$ cat src/rtl/nbs_pkg.sv
package nbs_pkg;
  typedef enum logic [1:0] {
    ST_IDLE  = 2'd0,
    ST_SETUP = 2'd1,
    ST_STRB  = 2'd2,
    ST_HOLD  = 2'd3
  } nbsState_t;

  // strobes from control to datapath
  typedef struct packed {
    logic load;     // latch a new bus cycle
    logic isRead;   // cycle being loaded is a read
    logic flagErr;  // rejected request
    logic strbLow;  // strobe phase active
    logic capture;  // last strobe cycle
    logic active;   // any phase of a cycle
  } nbsStrobe_t;
endpackage

$ cat src/rtl/nbs_ctrl.sv
module nbs_ctrl
  import nbs_pkg::*;
#(
  parameter int WE_PULSE = 2
) (
  input  logic       clk,
  input  logic       rstN,
  input  logic       memReq,
  input  logic       memWe,
  input  logic       winHit,
  input  logic       bothSel,
  output nbsStrobe_t strb,
  output logic       memBusy
);
  localparam int CW = $clog2(WE_PULSE + 1);

  nbsState_t state;
  logic [CW-1:0] cnt;
  logic idle, accept, reject;

  assign idle   = (state == ST_IDLE);
  assign reject = memReq && idle && winHit && memWe && bothSel;
  assign accept = memReq && idle && winHit && !(memWe && bothSel);

  always_ff @(posedge clk or negedge rstN) begin
    if (!rstN) begin
      state <= ST_IDLE;
      cnt   <= '0;
    end else begin
      case (state)
        ST_IDLE:  if (accept) state <= ST_SETUP;
        ST_SETUP: begin
          state <= ST_STRB;
          cnt   <= CW'(WE_PULSE - 1);
        end
        ST_STRB: begin
          if (cnt == '0) state <= ST_HOLD;
          else cnt <= cnt - 1'b1;
        end
        default:  state <= ST_IDLE;
      endcase
    end
  end

  always_comb begin
    strb.load    = accept;
    strb.isRead  = !memWe;
    strb.flagErr = reject;
    strb.strbLow = (state == ST_STRB);
    strb.capture = (state == ST_STRB) && (cnt == '0);
    strb.active  = !idle;
  end

  assign memBusy = !idle;
endmodule

$ cat src/rtl/nbs_datapath.sv
module nbs_datapath
  import nbs_pkg::*;
#(
  parameter int NB = 4,
  parameter int WIN_BITS = 17,
  parameter int ALE_BIT = 16,
  parameter int CLE_BIT = 15,
  parameter logic [NB-1:0][31:0] BANK_BASE = '0
) (
  input  logic            clk,
  input  logic            rstN,
  input  nbsStrobe_t      strb,
  input  logic            ctrlWe,
  input  logic [2*NB-1:0] ctrlWdata,
  output logic [2*NB-1:0] ctrlRdata,
  input  logic            memWe,
  input  logic [31:0]     memAddr,
  input  logic [7:0]      memWdata,
  output logic            winHit,
  output logic            bothSel,
  output logic            memErr,
  output logic [7:0]      rdData,
  output logic            rdValid,
  output logic [NB-1:0]   nandCeN,
  output logic            nandCle,
  output logic            nandAle,
  output logic            nandWeN,
  output logic            nandReN,
  output logic [7:0]      nandDout,
  output logic            nandDoe,
  input  logic [7:0]      nandDin,
  input  logic            nandRb,
  output logic            readyStat
);
  localparam int CTRL_W = 2 * NB;

  logic [CTRL_W-1:0] ctrlReg;
  logic [NB-1:0] bankHit;
  logic cleR, aleR, rdFlag, errR, rdValidR;
  logic [7:0] doutR, rdDataR;
  logic [1:0] rbSync;

  // window decode, one comparator per bank
  for (genvar b = 0; b < NB; b++) begin : g_bank
    assign bankHit[b] = (memAddr[31:WIN_BITS] == BANK_BASE[b][31:WIN_BITS]);
    assign nandCeN[b] = !(ctrlReg[2*b] && ctrlReg[2*b+1]);
  end

  assign winHit  = |bankHit;
  assign bothSel = memAddr[ALE_BIT] && memAddr[CLE_BIT];

  always_ff @(posedge clk or negedge rstN) begin
    if (!rstN) ctrlReg <= '0;
    else if (ctrlWe) ctrlReg <= ctrlWdata;
  end

  always_ff @(posedge clk or negedge rstN) begin
    if (!rstN) begin
      cleR   <= 1'b0;
      aleR   <= 1'b0;
      rdFlag <= 1'b0;
      doutR  <= '0;
    end else if (strb.load) begin
      cleR   <= memWe && memAddr[CLE_BIT];
      aleR   <= memWe && memAddr[ALE_BIT];
      rdFlag <= strb.isRead;
      doutR  <= memWdata;
    end
  end

  always_ff @(posedge clk or negedge rstN) begin
    if (!rstN) begin
      errR     <= 1'b0;
      rdValidR <= 1'b0;
      rdDataR  <= '0;
    end else begin
      errR     <= strb.flagErr;
      rdValidR <= strb.capture && rdFlag;
      if (strb.capture && rdFlag) rdDataR <= nandDin;
    end
  end

  always_ff @(posedge clk or negedge rstN) begin
    if (!rstN) rbSync <= '0;
    else rbSync <= {rbSync[0], nandRb};
  end

  assign ctrlRdata = ctrlReg;
  assign memErr    = errR;
  assign rdData    = rdDataR;
  assign rdValid   = rdValidR;
  assign nandCle   = strb.active && cleR;
  assign nandAle   = strb.active && aleR;
  assign nandWeN   = !(strb.strbLow && !rdFlag);
  assign nandReN   = !(strb.strbLow && rdFlag);
  assign nandDout  = doutR;
  assign nandDoe   = strb.active && !rdFlag;
  assign readyStat = rbSync[1];
endmodule

$ cat src/rtl/nand_bank_strobe.sv
module nand_bank_strobe
  import nbs_pkg::*;
#(
  parameter int NB = 4,
  parameter int WE_PULSE = 2,
  parameter int WIN_BITS = 17,
  parameter int ALE_BIT = 16,
  parameter int CLE_BIT = 15,
  parameter logic [NB-1:0][31:0] BANK_BASE =
    {32'h0800_0000, 32'h0C00_0000, 32'h1400_0000, 32'h1800_0000}
) (
  input  logic            clk,
  input  logic            rstN,
  input  logic            ctrlWe,
  input  logic [2*NB-1:0] ctrlWdata,
  output logic [2*NB-1:0] ctrlRdata,
  input  logic            memReq,
  input  logic            memWe,
  input  logic [31:0]     memAddr,
  input  logic [7:0]      memWdata,
  output logic            memBusy,
  output logic            memErr,
  output logic [7:0]      rdData,
  output logic            rdValid,
  output logic [NB-1:0]   nandCeN,
  output logic            nandCle,
  output logic            nandAle,
  output logic            nandWeN,
  output logic            nandReN,
  output logic [7:0]      nandDout,
  output logic            nandDoe,
  input  logic [7:0]      nandDin,
  input  logic            nandRb,
  output logic            readyStat
);
  nbsStrobe_t strb;
  logic winHit, bothSel;

  nbs_ctrl #(.WE_PULSE(WE_PULSE)) u_ctrl (
    .clk(clk), .rstN(rstN), .memReq(memReq), .memWe(memWe),
    .winHit(winHit), .bothSel(bothSel), .strb(strb), .memBusy(memBusy)
  );

  nbs_datapath #(
    .NB(NB), .WIN_BITS(WIN_BITS), .ALE_BIT(ALE_BIT), .CLE_BIT(CLE_BIT),
    .BANK_BASE(BANK_BASE)
  ) u_dp (
    .clk(clk), .rstN(rstN), .strb(strb), .ctrlWe(ctrlWe),
    .ctrlWdata(ctrlWdata), .ctrlRdata(ctrlRdata), .memWe(memWe),
    .memAddr(memAddr), .memWdata(memWdata), .winHit(winHit),
    .bothSel(bothSel), .memErr(memErr), .rdData(rdData), .rdValid(rdValid),
    .nandCeN(nandCeN), .nandCle(nandCle), .nandAle(nandAle),
    .nandWeN(nandWeN), .nandReN(nandReN), .nandDout(nandDout),
    .nandDoe(nandDoe), .nandDin(nandDin), .nandRb(nandRb),
    .readyStat(readyStat)
  );
endmodule

$ cat config.mk
export PLATFORM = sky130hd
export DESIGN_NAME = nand_bank_strobe
export DESIGN_NICKNAME = d
export VERILOG_FILES = /design/src/rtl/nbs_pkg.sv /design/src/rtl/nbs_ctrl.sv /design/src/rtl/nbs_datapath.sv /design/src/rtl/nand_bank_strobe.sv
export SDC_FILE = /design/constraint.sdc
export NUM_CORES = 1
export LEC_CHECK = 0
export CAP_MARGIN = 5
export CORE_MARGIN = 8
export CORE_UTILIZATION = 39
export CTS_CLUSTER_SIZE = 25
export DETAILED_ROUTE_END_ITERATION = 12
export PLACE_DENSITY = 0.89
export SETUP_SLACK_MARGIN = 0.5
export SYNTH_ARGS = -nofsm -noshare
export SYNTH_HDL_FRONTEND = slang
export SYNTH_SLANG_ARGS = --single-unit
$ cat constraint.sdc
create_clock -name clk -period 3.3 [get_ports clk]
set_input_delay 0.33 -clock clk [delete_from_list [all_inputs] [get_ports clk]]
set_output_delay 0.33 -clock clk [all_outputs]
set_load 0.03 [all_outputs]
Yosys cells after proc, flatten, opt, wreduce, memory -nomap -nowiden:

Cells that the tools add are included.

* bits in registers: 35

* equal/unequal tests: 9
* mux-type cells: 5
* reduce and logical (&&, ||, !) cells: 36
* $add $sub $neg: 1

Operators by type and width (number)
* $eq 15x11->1 const B: 2
* $eq 15x12->1 const B: 2
* $logic_and 1x1->1: 20
* $logic_not 1->1: 10
* $mux 2: 3
* $ne 2x2->1 const B: 3
* $pmux 2 s3: 1
* $logic_not 2->1: 2
* $pmux 2 s2: 1
* $reduce_and 2->1: 2
* $reduce_or 4->1: 1
* $eq 2x1->1 const B: 1
* $eq 2x2->1 const B: 1
* $reduce_bool 2->1: 1
* $sub 2x1->2 const B: 1

Longest topological paths before layout:

* depth after elaboration: 6
* mapped depth: 7
* depth with buffers taken out: 6

By module:

Synthesis repeated with hierarchy kept, for this count alone.

* cells, all modules: 120
* area total of the unflattened synthesis: 1544.0 um^2

Modules (own cells, without submodules)
* nbs_datapath: sequential area each 775.7 um^2, instances 1, cells an instance 82, area an instance 1209.9 um^2
* nbs_ctrl: sequential area each 100.1 um^2, instances 1, cells an instance 38, area an instance 334.1 um^2

Worst setup path after synthesis:

No wires, ideal clock.

* kind: reg-to-reg
* start point: register u_ctrl.state[0]
* end point: register u_dp.doutR[0] (netlist: u_dp.nandDout[0])
* setup slack: 1.254 ns
* clock period less this slack: 2.046 ns
* arrival time: 1.921 ns
* cell stages (with the launch flop): 8
* path buffers: 1
* data required time: 3.175 ns
* library setup time: 0.125 ns
* cell sequence: dfrtp_1 -> inv_1 -> ha_1 -> nor4b_1 -> o211a_1 -> and3_1 -> buf_6 -> mux2_2

* cells in the longest elaborated chain, start to end: 4

Ends and longest elaborated chain
* from (decl): line nbs_ctrl.sv:17 `nbsState_t state;`
* from (signal assigned): line nbs_ctrl.sv:27 `state <= ST_IDLE;`
* from (signal assigned): line nbs_ctrl.sv:31 `ST_IDLE: if (accept) state <= ST_SETUP;`
* from (signal assigned): line nbs_ctrl.sv:33 `state <= ST_STRB;`
* $logic_not 2->1: line nbs_ctrl.sv:21 `assign idle = (state == ST_IDLE);`
* $logic_and 1x1->1 (3 in a row): line nbs_ctrl.sv:23 `assign accept = memReq && idle && winHit && !(memWe && bothSel);`
* to (signal assigned): line nbs_datapath.sv:67 `doutR <= memWdata;`
* to (decl): line nbs_datapath.sv:40 `logic [7:0] doutR, rdDataR;`

Every way passes these cells.
A chain may end at the register's enable or synchronous reset.

Worst setup path in the final report:

* start point: register u_ctrl.state[0]
* end point: register u_dp.doutR[5] (netlist: u_dp.nandDout[5])

Same word-level chain as after synthesis.

==> impl_metrics.json <==
{
  "insertion_delay_ps": 270,
  "drt-initial-drc-count": 48,
  "syn_area_sq_um": 1520,
  "numCtsBuffers": 5,
  "dieArea_sq_um": 6160,
  "overflow": 0,
  "synth_compound_gate_area_share": 0.0740,
  "clockBufferDepth": 2,
  "final_layout_size_suffix_gt1_frac": 0.169,
  "hpwl_um": 3660,
  "rsz0062_at_grt": "false",
  "relSlewSlack": 0.709,
  "tritoncts": "yes",
  "peakVddDrop_mv": 0.296,
  "synth.net_count": 183,
  "wl_per_cell_um": 17.2,
  "syn_avg_cell_area_sq_um": 13.0,
  "nFillCells": 271,
  "num_rows": 22,
  "place_congestion": 0.812,
  "worstPathArrival_ps": 2600,
  "grt_max_degree": 36,
  "power.density_nw_per_um2": 484,
  "synthTopCellsByArea": "dfrtp_1 (58%), mux2_2 (18%), ha_1 (3.3%), inv_1 (2.2%), nand2_1 (1.7%)",
  "critPathLaunchType": "flip-flop",
  "nNetsFinal": 272,
  "cp_max_fo": 8,
  "ys_types": 28,
  "fp.coreArea_sq_um": 3720,
  "worstSetupEndpointType": "flip-flop",
  "hold_class": "reg2reg",
  "ant_nets": 0,
  "grt_use_total": 0.146,
  "ys_ff_latch": 35,
  "portBuffers": 83,
  "yosys.area_share.adder": 0.0329,
  "status": "complete, no violations",
  "synth_top_area_frac": 0.576,
  "io_pins": 99,
  "cts-root-buf": "clkbuf_8",
  "place_ws_ps": 762,
  "worst_slack_ps": 864,
  "path_class": "reg2reg",
  "hold_viol": 0,
  "yosys_warnings": 0,
  "min_from": "u_dp.rbSync[0]",
  "leakagePower_nw": 1.10,
  "postCtsHoldBufs": 0,
  "synth_top_cell_by_area": "dfrtp_1",
  "drc": 0,
  "chipHeight_um": 78.5,
  "via_per_inst": 5.02,
  "ctsResizeCount": 0,
  "seq_area_frac_synth": 0.576,
  "fp.dieW_um": 78.5,
  "synth_top_family_by_area": "multiplexers",
  "cp.required_ps": 3460,
  "drt_wl_total_um": 4390,
  "initial_core_util": 0.409,
  "yosys.area_share.simple": 0.108,
  "worstMarginPinSlew_ps": 437,
  "synthXorXnorAreaFrac": 0,
  "antenna_found_initial": 0,
  "final-setup-viol-count": 0,
  "grt_pass1_wl_um": 6900,
  "fin_skew_ps": 4.11,
  "syn_inst": 117,
  "r2r-start": "u_ctrl.state[0]",
  "drt_pass1_iterations": 4,
  "path_clk_slew_ps": 70,
  "fin_setup_tns_ps": 0,
  "diodes": 0,
  "syn_to_final_growth_pct": 63.4,
  "timing.final.crit_period_ps": 2440,
  "synthMuxAreaShare": 0.178,
  "drv_slew": 0,
  "cts_max_level": 2,
  "drv_cap": 0,
  "grt_pass1_vias": 1327,
  "critPathLaunch": "u_ctrl.state[0]",
  "clock-sinks": 35,
  "via_count": 1279,
  "period_share": 0.738,
  "clock.fmax_mhz": 410,
  "postCtsSetupBuffers": 0
}
==> logic make-up after synthesis <==
| kind of cell | after synthesis |
|---|---|
| compound gates | 16 |
| fa+ha+maj | 4 |
| buf+inv | 11 |
| flops | 35 |
| mux | 24 |
| simple gates | 27 |
==> layout by cell type (no fill, tap or decap) <==
cell type / count
o2bb2ai_1: 1
o2111ai_1: 1
nor2_1: 2
dfrtp_1: 35
nor2b_1: 3
a21boi_0: 2
a31oi_1: 4
nor3_4: 1
and3b_1: 1
mux2_2: 24
clkbuf_8: 5
o22ai_1: 1
and3_1: 1
clkinv_2: 1
nor4b_1: 1
clkdlybuf4s50_1: 83
inv_1: 9
a21oi_1: 2
ha_1: 4
o31ai_1: 1
o211a_1: 1
or4b_4: 1
and2_2: 1
o21ai_0: 2
nand2_1: 7
buf_4: 1
a41o_2: 1
nand3_1: 5
nand2b_1: 3
clkbuf_1: 2
nor4_1: 1
==> where the power goes <==
group | internal [mW] | leakage (nW) | switching [mW]
clock network | 0.148 | 0.0422 | 0.137
registers | 0.468 | 0.440 | 0.0253
logic | 0.200 | 0.613 | 0.225
==> synth_stat cells, drive strengths merged <==
| master | instances |
|---|---|
| dfrtp | 35 |
| mux2 | 24 |
| inv | 9 |
| nand2 | 7 |
| nand3 | 5 |
| a31oi | 4 |
| ha | 4 |
| nand2b | 3 |
| nor2b | 3 |
| a21boi | 2 |
| a21oi | 2 |
| nor2 | 2 |
| o21ai | 2 |
| a41o | 1 |
| and2 | 1 |
| and3 | 1 |
| and3b | 1 |
| buf | 1 |
| clkbuf | 1 |
| nor3 | 1 |
| nor4 | 1 |
| nor4b | 1 |
| o2111ai | 1 |
| o211a | 1 |
| o22ai | 1 |
| o2bb2ai | 1 |
| o31ai | 1 |
| or4b | 1 |
==> sequential cells by signal, summed over array words and instances (netlist names) <==
signal and count:
u_dp.rbSync 2, u_dp.memErr 1, u_dp.rdData 8, u_ctrl.state 2, u_dp.nandDout 8, u_dp.cleR 1, u_dp.ctrlRdata 8, u_ctrl.cnt 2
u_dp.aleR 1, u_dp.rdFlag 1, u_dp.rdValid 1
==> layer usage <==
metal,GRT usage,up-vias,part of all wire
met5,0,-,0
met4,0.0519,0,0.015
met3,0.0581,6,0.084
met2,0.259,54,0.52
met1,0.151,624,0.38
li1,-,595,-
==> path summary, 6_finish.rpt <==
path | to | slack (ps) | cells after the start
max | u_dp.nandDout[5] | 860 | 6
min in group asynchronous | u_dp.nandDout[1] | 470 | 2
min reg2reg | u_dp.rbSync[1] | 340 | 0
min | u_dp.rbSync[1] | 340 | 0
max reg2reg | u_dp.nandDout[5] | 860 | 6
max in group asynchronous | u_dp.rbSync[0] | 2520 | 2
==> stage by stage <==
stage,instance area (sq um),hold slack [ps],power (mW),std cells,util
CTS,2490,350,1.22,255,0.669
global placement,2400,332,0.914,247,0.647
floorplan,1520,34.4,0.737,117,-
detailed placement,2400,335,0.931,247,0.647
global route,2490,364,1.28,255,0.669
finish,2490,344,1.20,255,0.669
==> critical path, stage by stage (launching register included) <==
cell and delay (ps):
dfrtp_1 400, inv_1 110, ha_1 320, nor4b_1 370, o211a_1 320, and3_1 420
mux2_2 390
==> cell type report <==
| class | count | area, sq um | area share |
|---|---|---|---|
| clock buffers | 7 | 76.3 | 0.0307 |
| clock inverters | 1 | 5.00 | 0.00201 |
| inverters | 9 | 33.8 | 0.0136 |
| multi-input cells | 71 | 597 | 0.240 |
| flip-flops and latches | 35 | 876 | 0.352 |
| well taps | 48 | 60.1 | 0.0242 |
| repair buffers | 84 | 838 | 0.337 |
(Power assumes the default switching activity.)
